## src/rtl/alu16_pkg.sv

```systemverilog
package alu16_pkg;

    typedef enum logic [3:0] {
        OP_PASS = 4'd0,
        OP_INC  = 4'd1,
        OP_DEC  = 4'd2,
        OP_ADD  = 4'd3,
        OP_SUB  = 4'd4,
        OP_AND  = 4'd5,
        OP_OR   = 4'd6,
        OP_XOR  = 4'd7,
        OP_NOT  = 4'd8,
        OP_SHL  = 4'd9,
        OP_SHR  = 4'd10,
        OP_ASR  = 4'd11,
        OP_RLC  = 4'd12,
        OP_RRC  = 4'd13,
        OP_RSV0 = 4'd14,
        OP_RSV1 = 4'd15
    } alu_op_e;

    typedef enum logic [1:0] {
        CLS_LOGIC,
        CLS_ARITH,
        CLS_SHIFT,
        CLS_SPARE
    } op_class_e;

    typedef struct packed {
        logic carry;
        logic ovf;
    } cv_t;

    function automatic op_class_e classify(alu_op_e op);
        case (op)
            OP_INC, OP_DEC, OP_ADD, OP_SUB:         return CLS_ARITH;
            OP_SHL, OP_SHR, OP_ASR, OP_RLC, OP_RRC: return CLS_SHIFT;
            OP_RSV0, OP_RSV1:                       return CLS_SPARE;
            default:                                return CLS_LOGIC;
        endcase
    endfunction

endpackage

```

## src/rtl/alu16_arith.sv

```systemverilog
module alu16_arith
    import alu16_pkg::*;
#(
    parameter int W = 16
) (
    input  logic [W-1:0] a,
    input  logic [W-1:0] b,
    input  logic         cin,
    input  alu_op_e      op,
    output logic [W-1:0] sum,
    output cv_t          cv
);

    logic [W-1:0] b_sel;
    logic [W-1:0] b_eff;
    logic         c_sel;
    logic         c_eff;
    logic         do_sub;
    logic [W:0]   full;

    always_comb begin
        case (op)
            OP_INC: begin
                b_sel  = W'(1);
                c_sel  = 1'b0;
                do_sub = 1'b0;
            end
            OP_DEC: begin
                b_sel  = W'(1);
                c_sel  = 1'b0;
                do_sub = 1'b1;
            end
            OP_SUB: begin
                b_sel  = b;
                c_sel  = cin;
                do_sub = 1'b1;
            end
            default: begin
                b_sel  = b;
                c_sel  = cin;
                do_sub = 1'b0;
            end
        endcase

        // a - b - c is formed as a + ~b + ~c; the carry out is then "no borrow"
        b_eff = do_sub ? ~b_sel : b_sel;
        c_eff = do_sub ? ~c_sel : c_sel;
        full  = {1'b0, a} + {1'b0, b_eff} + {{W{1'b0}}, c_eff};
        sum   = full[W-1:0];

        cv.carry = do_sub ? ~full[W] : full[W];
        cv.ovf   = (a[W-1] == b_eff[W-1]) && (full[W-1] != a[W-1]);
    end

endmodule

```

## src/rtl/alu16_logic.sv

```systemverilog
module alu16_logic
    import alu16_pkg::*;
#(
    parameter int W = 16
) (
    input  logic [W-1:0] a,
    input  logic [W-1:0] b,
    input  alu_op_e      op,
    output logic [W-1:0] res
);

    always_comb begin
        case (op)
            OP_AND:  res = a & b;
            OP_OR:   res = a | b;
            OP_XOR:  res = a ^ b;
            OP_NOT:  res = ~a;
            default: res = a;
        endcase
    end

endmodule

```

## src/rtl/alu16_shift.sv

```systemverilog
module alu16_shift
    import alu16_pkg::*;
#(
    parameter int W = 16
) (
    input  logic [W-1:0] a,
    input  logic         cin,
    input  alu_op_e      op,
    output logic [W-1:0] res,
    output cv_t          cv
);

    localparam int MSB = W - 1;

    logic fill_lo;
    logic fill_hi;
    logic left;

    always_comb begin
        left    = (op == OP_SHL) || (op == OP_RLC);
        fill_lo = (op == OP_RLC) ? cin : 1'b0;
        case (op)
            OP_ASR:  fill_hi = a[MSB];
            OP_RRC:  fill_hi = cin;
            default: fill_hi = 1'b0;
        endcase

        if (left) begin
            res      = {a[MSB-1:0], fill_lo};
            cv.carry = a[MSB];
        end else begin
            res      = {fill_hi, a[MSB:1]};
            cv.carry = a[0];
        end

        cv.ovf = (op == OP_ASR) ? 1'b0 : (res[MSB] ^ a[MSB]);
    end

endmodule

```

## src/rtl/alu16_flags.sv

```systemverilog
module alu16_flags
    import alu16_pkg::*;
#(
    parameter int W = 16
) (
    input  logic [W-1:0] opd_a,
    input  logic [W-1:0] opd_b,
    input  logic [3:0]   func_sel,
    input  logic         carry_in,
    output logic [W-1:0] result,
    output logic         flag_zero,
    output logic         flag_sign,
    output logic         flag_carry,
    output logic         flag_ovf
);

    alu_op_e      op;
    op_class_e    cls;
    logic [W-1:0] arith_res;
    logic [W-1:0] logic_res;
    logic [W-1:0] shift_res;
    cv_t          arith_cv;
    cv_t          shift_cv;
    cv_t          sel_cv;

    assign op  = alu_op_e'(func_sel);
    assign cls = classify(op);

    alu16_arith #(.W(W)) u_arith (
        .a   (opd_a),
        .b   (opd_b),
        .cin (carry_in),
        .op  (op),
        .sum (arith_res),
        .cv  (arith_cv)
    );

    alu16_logic #(.W(W)) u_logic (
        .a   (opd_a),
        .b   (opd_b),
        .op  (op),
        .res (logic_res)
    );

    alu16_shift #(.W(W)) u_shift (
        .a   (opd_a),
        .cin (carry_in),
        .op  (op),
        .res (shift_res),
        .cv  (shift_cv)
    );

    always_comb begin
        case (cls)
            CLS_ARITH: begin
                result = arith_res;
                sel_cv = arith_cv;
            end
            CLS_SHIFT: begin
                result = shift_res;
                sel_cv = shift_cv;
            end
            CLS_LOGIC: begin
                result = logic_res;
                sel_cv = '0;
            end
            default: begin
                result = '0;
                sel_cv = '0;
            end
        endcase
    end

    assign flag_carry = sel_cv.carry;
    assign flag_ovf   = sel_cv.ovf;
    assign flag_sign  = result[W-1];
    assign flag_zero  = ~|result;

endmodule

```

## config.mk

```make
export PLATFORM = sky130hd
export DESIGN_NAME = alu16_flags
export DESIGN_NICKNAME = d
export VERILOG_FILES = /design/src/rtl/alu16_pkg.sv /design/src/rtl/alu16_arith.sv /design/src/rtl/alu16_logic.sv /design/src/rtl/alu16_shift.sv /design/src/rtl/alu16_flags.sv
export SDC_FILE = /design/constraint.sdc
export NUM_CORES = 1
export LEC_CHECK = 0
export BUFFER_PORTS_ARGS = -buffer_cell sky130_fd_sc_hd__buf_4
export CORE_UTILIZATION = 35
export DETAILED_ROUTE_END_ITERATION = 8
export SLEW_MARGIN = 25
export SYNTH_ARGS = -nofsm -noshare
export SYNTH_HDL_FRONTEND = slang
export SYNTH_HIERARCHICAL = 1
export SYNTH_SLANG_ARGS = --single-unit
```

## constraint.sdc

```tcl
create_clock -name vclk -period 8.3
set_input_delay 0.83 -clock vclk [all_inputs]
set_output_delay 0.83 -clock vclk [all_outputs]
set_load 0.01 [all_outputs]
```

==> run_results.csv, run 1 <==
group,metric,value,unit
finish,syn2layout_area_growth,11.1,%
worst_hold_path,hold_path_depth,5,
floorplanning,initial_core_util,0.360,
floorplanning,die_area,9840,um^2
finish,layout.nets,541,
timing,setup_viol,0,
floorplanning,die_h,99.2,um
floorplanning,core_area,9200,um^2
routing,viasPerCell,5.86,
synthesis,syn-instance-count,420,
clock_network,cts_resized,0,
setup_path,startpoint_type,"input pin",
grt,grt_pass1_vias,3010,
floorplanning,ios,57,
timing,hold_violations,0,
place,post-place-cells,559,
synthesis,synth_seq_area_share,0,
finish,n_sequential_cell,0,
routing,antenna_left,0,
clock_network,cts_setup_buffers,0,
finish,clock_buffers,0,
timing,fin_setup_tns,0,ns
timing,finalCriticalPeriod,6.68,ns
finish,stdcell_count,559,
timing,fin_crit_sh,0.805,
synthesis,synth.distinct_cells,61,
place,pre_cts_slack,1.66,ns
routing,wl_per_cell,17.4,um
timing,timing.fmax,0.150,GHz
routing,remaining_drc_errors,0,
grt,grt_max_degree,54,
power_and_ir_drop,pwr_density_cell,82.3,nW/um^2
clock_network,cts_hold_buf,0,
synthesis,yosysWarnings,6,
grt,track_usage,0.192,
timing,worst_pin_slew,1.04,ns
synthesis,synthTopCellsByCount,"52 x ha_1, 39 x inv_1, 35 x nand2_1, 24 x nor2_1, 23 x a222oi_1",
place,gp_congestion,0.896,
run_status,outcome,"finished clean",
setup_path,end_kind,"primary output",
worst_hold_path,hold_end,"result[11]",
setup_path,arrival,5.85,ns
synthesis,syn_avg_cell_area,7.87,um^2
power_and_ir_drop,ir_worst_vdd,0.0423,mV
grt,grt_pass1_wl,15.6,mm
timing,slew_viol_final,0,
synthesis,synth_area_leaders,"ha_1 20%, a222oi_1 7.0%, xor2_1 5.6%",
finish,seq_area,0,um^2
place,numPortBuffers,57,
setup_path,required,7.47,ns
routing,first_iter_violations,336,
grt,grt_overflow,0,
power_and_ir_drop,p_leak,1.74,nW
routing,drt_pass1_iterations,7,
finish,drive_gt1_frac,0.201,
synthesis,netlist.area_leader.share,0.197,
finish,n_antenna_cell,0,
routing,detailroute.via_count,3278,
setup_path,critPathLaunch,"func_sel[1]",
synthesis,synth.most_common_cell,"ha_1",
setup_path,cp_max_fo,53,
timing,rsz0062_at_grt,"no",
worst_hold_path,min-delay-start,"opd_a[10]",
timing,maxSlewHeadroom,0.304,
grt,antenna_found_initial,0,
setup_path,worst-setup-path-type,"in -> out",
synthesis,syn_nets,511,
power_and_ir_drop,p_total,0.000302,W
synthesis,netlist_area,3310,um^2
floorplanning,die_w,99.2,um
floorplanning,rows,35,
timing,worst_slack,1.62,ns
worst_hold_path,hold_class,"in -> out",
routing,drt_wl_total,9.73,mm
synthesis,synth.largest_area_cell,"ha_1",
place,dp_hpwl,7.23,mm
run,cap_violations,0,
==> critical path: stages <==
cell and delay [ns]:
buf_4 0.49, xnor2_1 0.13, or3_1 0.72, xnor2_1 0.31, fa_1 0.47, fa_1 0.42
a21o_1 0.20, a221oi_1 0.50, o22ai_1 0.25, nor4_1 0.22, a21oi_1 0.08, xor2_1 0.15
a222oi_1 0.30, nand4_1 0.18, o41ai_2 0.39, buf_4 0.18
==> metal layers <==
metal | up-vias | share of wire | routed length [um] | global-route usage
met4 | 0 | 0.017 | 161 | 0.0373
li1 | 1607 | - | - | -
met1 | 1541 | 0.47 | 4530 | 0.278
met5 | - | 0 | 0 | 0
met2 | 116 | 0.45 | 4390 | 0.317
met3 | 14 | 0.066 | 644 | 0.00843
==> cell usage in the layout (no fill, tap or decap), types with 2 or more instances in the layout <==
cell / Yosys / routed
a211oi_1: 9 / 9
a21o_1: 8 / 8
a21oi_1: 9 / 9
a221oi_1: 3 / 3
a222oi_1: 23 / 23
a22oi_1: 2 / 2
a31oi_1: 3 / 3
and2_1: 2 / 2
and2b_1: 2 / 2
and3_1: 3 / 3
buf_4: 2 / 57
fa_1: 2 / 2
ha_1: 52 / 52
inv_1: 39 / 39
mux2_1: 4 / 4
mux2_2: 9 / 9
mux2_4: 11 / 11
mux2i_1: 8 / 8
nand2_1: 35 / 35
nand2b_1: 6 / 6
nand3_1: 4 / 4
nand3b_1: 2 / 2
nand4_1: 5 / 5
nor2_1: 24 / 24
nor2b_1: 11 / 11
nor3_1: 8 / 8
nor4b_1: 8 / 8
o21a_1: 18 / 18
o21ai_0: 4 / 4
o21bai_1: 2 / 2
o221ai_1: 8 / 8
or3_1: 10 / 10
xnor2_1: 14 / 14
xor2_1: 21 / 21
==> cell type report <==
cell class                      count  area, um^2
Inverter                           39         146
Timing Repair Buffer               57         428
Fill cell                         962        5520
Multi-Input combinational cell    352        2960
Tap cell                          111         139
==> metrics by stage <==
step	instance area, um^2	hold slack [ns]	utilization
after global placement	3670	2.25	0.400
after global routing	3670	2.28	0.400
after floorplan	3310	2.01	-
after CTS	3670	2.25	0.400
after detailed placement	3670	2.24	0.400
final	3670	2.24	0.400
==> how the worst max path moves through the flow <==
stage / depth (start not counted) / slack, ns / end
6_report: 16 / 1.62 / flag_zero
5_1_grt: 16 / 1.19 / flag_zero
4_1_cts: 16 / 1.64 / flag_zero
3_5_place_dp: 16 / 1.66 / flag_zero
3_3_place_gp: 16 / 1.78 / flag_zero
2_1_floorplan: 16 / 2.87 / flag_zero
==> kinds of logic after synthesis <==
logic type                 synth area share
AOI/OAI and AO/OA                     0.250
buffers and inverters                 0.104
adders and majority gates             0.209
and+or+nand+nor                       0.226
muxes                                 0.118
xor gates and xnor gates             0.0927
==> where the power goes <==
group          leakage [nW]  internal, W  switching (W)
Sequential                0            0              0
Clock                     0            0              0
Combinational          1.74     0.000138       0.000165
Total                  1.74     0.000138       0.000165
Power figures use the tool's default switching activity.
==> run 2, diff against run 1 <==
==> constraint.sdc (replaced) <==
create_clock -name vclk -period 6.5
set_input_delay 0.65 -clock vclk [all_inputs]
set_output_delay 0.65 -clock vclk [all_outputs]
set_load 0.01 [all_outputs]
==> run 2 against run 1 <==
Combinational power rose by 29%. Total power up 29%. Critical path depth unchanged. First-iteration DRC count shrank 7.1%. Routed wire length rose by 0.76%. Worst hold slack worse by 0.35 ns. Cell count up 0.54%. Die area is the same. Count of clock-buffer cells in the layout unchanged.
==> run_results.csv, run 2 (synthesis gave the netlist of run 1 again) <==
group,metric,value,unit
setup_path,worst-setup-path-type,"in -> out",
finish,n_sequential_cell,0,
grt,grt_max_degree,52,
routing,detailroute.via_count,3307,
finish,layout_common_cells,"60 x buf_4, 52 x ha_1, 39 x inv_1",
finish,nFillCells,978,
floorplanning,initial_core_util,0.360,
timing,finalCriticalPeriod,5.87,ns
setup_path,path_cells,"buf_4, xnor2_1, or3_1, xnor2_1, fa_1, fa_1, a21o_1, a221oi_1, o22ai_1, nor4_1, a21oi_1, xor2_1, a222oi_1, nand4_1, o41ai_2, buf_4",
timing,fin_setup_tns,0,ns
setup_path,end_kind,"primary output",
routing,viasPerCell,5.88,
finish,seq_area,0,um^2
run,cap_violations,0,
power_and_ir_drop,pwr_density_cell,105,nW/um^2
floorplanning,die_area,9840,um^2
finish,n_antenna_cell,0,
finish,drive_gt1_frac,0.206,
timing,worst_pin_slew,1.05,ns
floorplanning,die_w,99.2,um
timing,timing.fmax,0.170,GHz
floorplanning,ios,57,
routing,first_iter_violations,312,
finish,layout.nets,544,
setup_path,slowest_delay,0.53,ns
place,gp_congestion,0.896,
place,dp_hpwl,7.42,mm
routing,antenna_left,0,
timing,setup_viol,0,
timing,fin_crit_sh,0.903,
finish,final_common_cell,"buf_4",
place,numPortBuffers,57,
worst_hold_path,min-delay-start,"opd_a[0]",
routing,wl_per_cell,17.4,um
clock_network,cts_resized,0,
worst_hold_path,hold_end,"flag_carry",
floorplanning,rows,35,
finish,syn2layout_area_growth,11.8,%
run_status,outcome,"finished clean",
setup_path,required,5.85,ns
power_and_ir_drop,p_leak,1.76,nW
timing,slew_viol_final,0,
grt,grt_overflow,0,
finish,clock_buffers,0,
grt,track_usage,0.195,
setup_path,startpoint_type,"input pin",
finish,final_util,0.402,
power_and_ir_drop,ir_worst_vdd,0.0608,mV
timing,rsz0062_at_grt,"no",
clock_network,cts_setup_buffers,0,
grt,antenna_found_initial,0,
setup_path,crit_slowest_cell,"or3_1",
worst_hold_path,hold_path_depth,5,
setup_path,cp_max_fo,48,
routing,drt_wl_total,9.80,mm
clock_network,cts_hold_buf,0,
worst_hold_path,hold_class,"in -> out",
grt,grt_pass1_vias,3013,
floorplanning,core_area,9200,um^2
setup_path,arrival,5.22,ns
routing,remaining_drc_errors,0,
timing,hold_violations,0,
routing,drt_pass1_iterations,9,
floorplanning,die_h,99.2,um
grt,grt_pass1_wl,15.9,mm
timing,maxSlewHeadroom,0.297,
[run 2: cell count changes in the layout (fill, tap and decap cells not counted)]
cell / change
buf_4: +3
[run 2: power by group]
part           total [W]  switching, W  internal, W
Combinational   0.000389      0.000212     0.000177
Sequential             0             0            0
Clock                  0             0            0
[run 2: worst max-delay path: cells and delay by family]
kind                     cells  cell delay, ns
adder cells (fa/ha/maj)      2            0.88
AND/OR/NAND/NOR              3            0.97
buffers and inverters        2            0.53
XOR/XNOR                     3            0.48
AO/OA/AOI/OAI                6            1.70
[run 2: layer usage]
layer  wire, um  vias to the layer above  global-route usage
li1           -                     1615                   -
met1       4460                     1570               0.276
met2       4680                      114               0.340
met3        568                        8             0.00632
met4         92                        0              0.0192
met5          0                        -                   0
[run 2: through the flow]
step | std cells | total power (W) | hold slack, ns | setup slack (ns) | instance area, um^2
2_1_floorplan | 420 | 0.000270 | 1.65 | 1.43 | 3310
3_3_place_gp | 562 | 0.000381 | 1.89 | 0.802 | 3700
3_5_place_dp | 562 | 0.000385 | 1.88 | 0.683 | 3700
4_1_cts | 562 | 0.000387 | 1.89 | 0.649 | 3700
5_1_grt | 562 | 0.000427 | 1.93 | 0.354 | 3700
6_report | 562 | 0.000389 | 1.89 | 0.628 | 3700
[run 2: cell type report]
cell class                 instances  area, um^2  area share
tap                              111         139      0.0376
inverter                          39         146      0.0396
multi-input combinational        352        2960       0.801
timing repair buffer              60         450       0.122
[run 2: how the worst max path moves through the flow]
stage	startpoint	endpoint
final	func_sel[2]	flag_zero
after global routing	func_sel[2]	flag_zero
after global placement	func_sel[2]	flag_zero
after detailed placement	func_sel[2]	flag_zero
after floorplan	func_sel[2]	flag_zero
after CTS	func_sel[2]	flag_zero
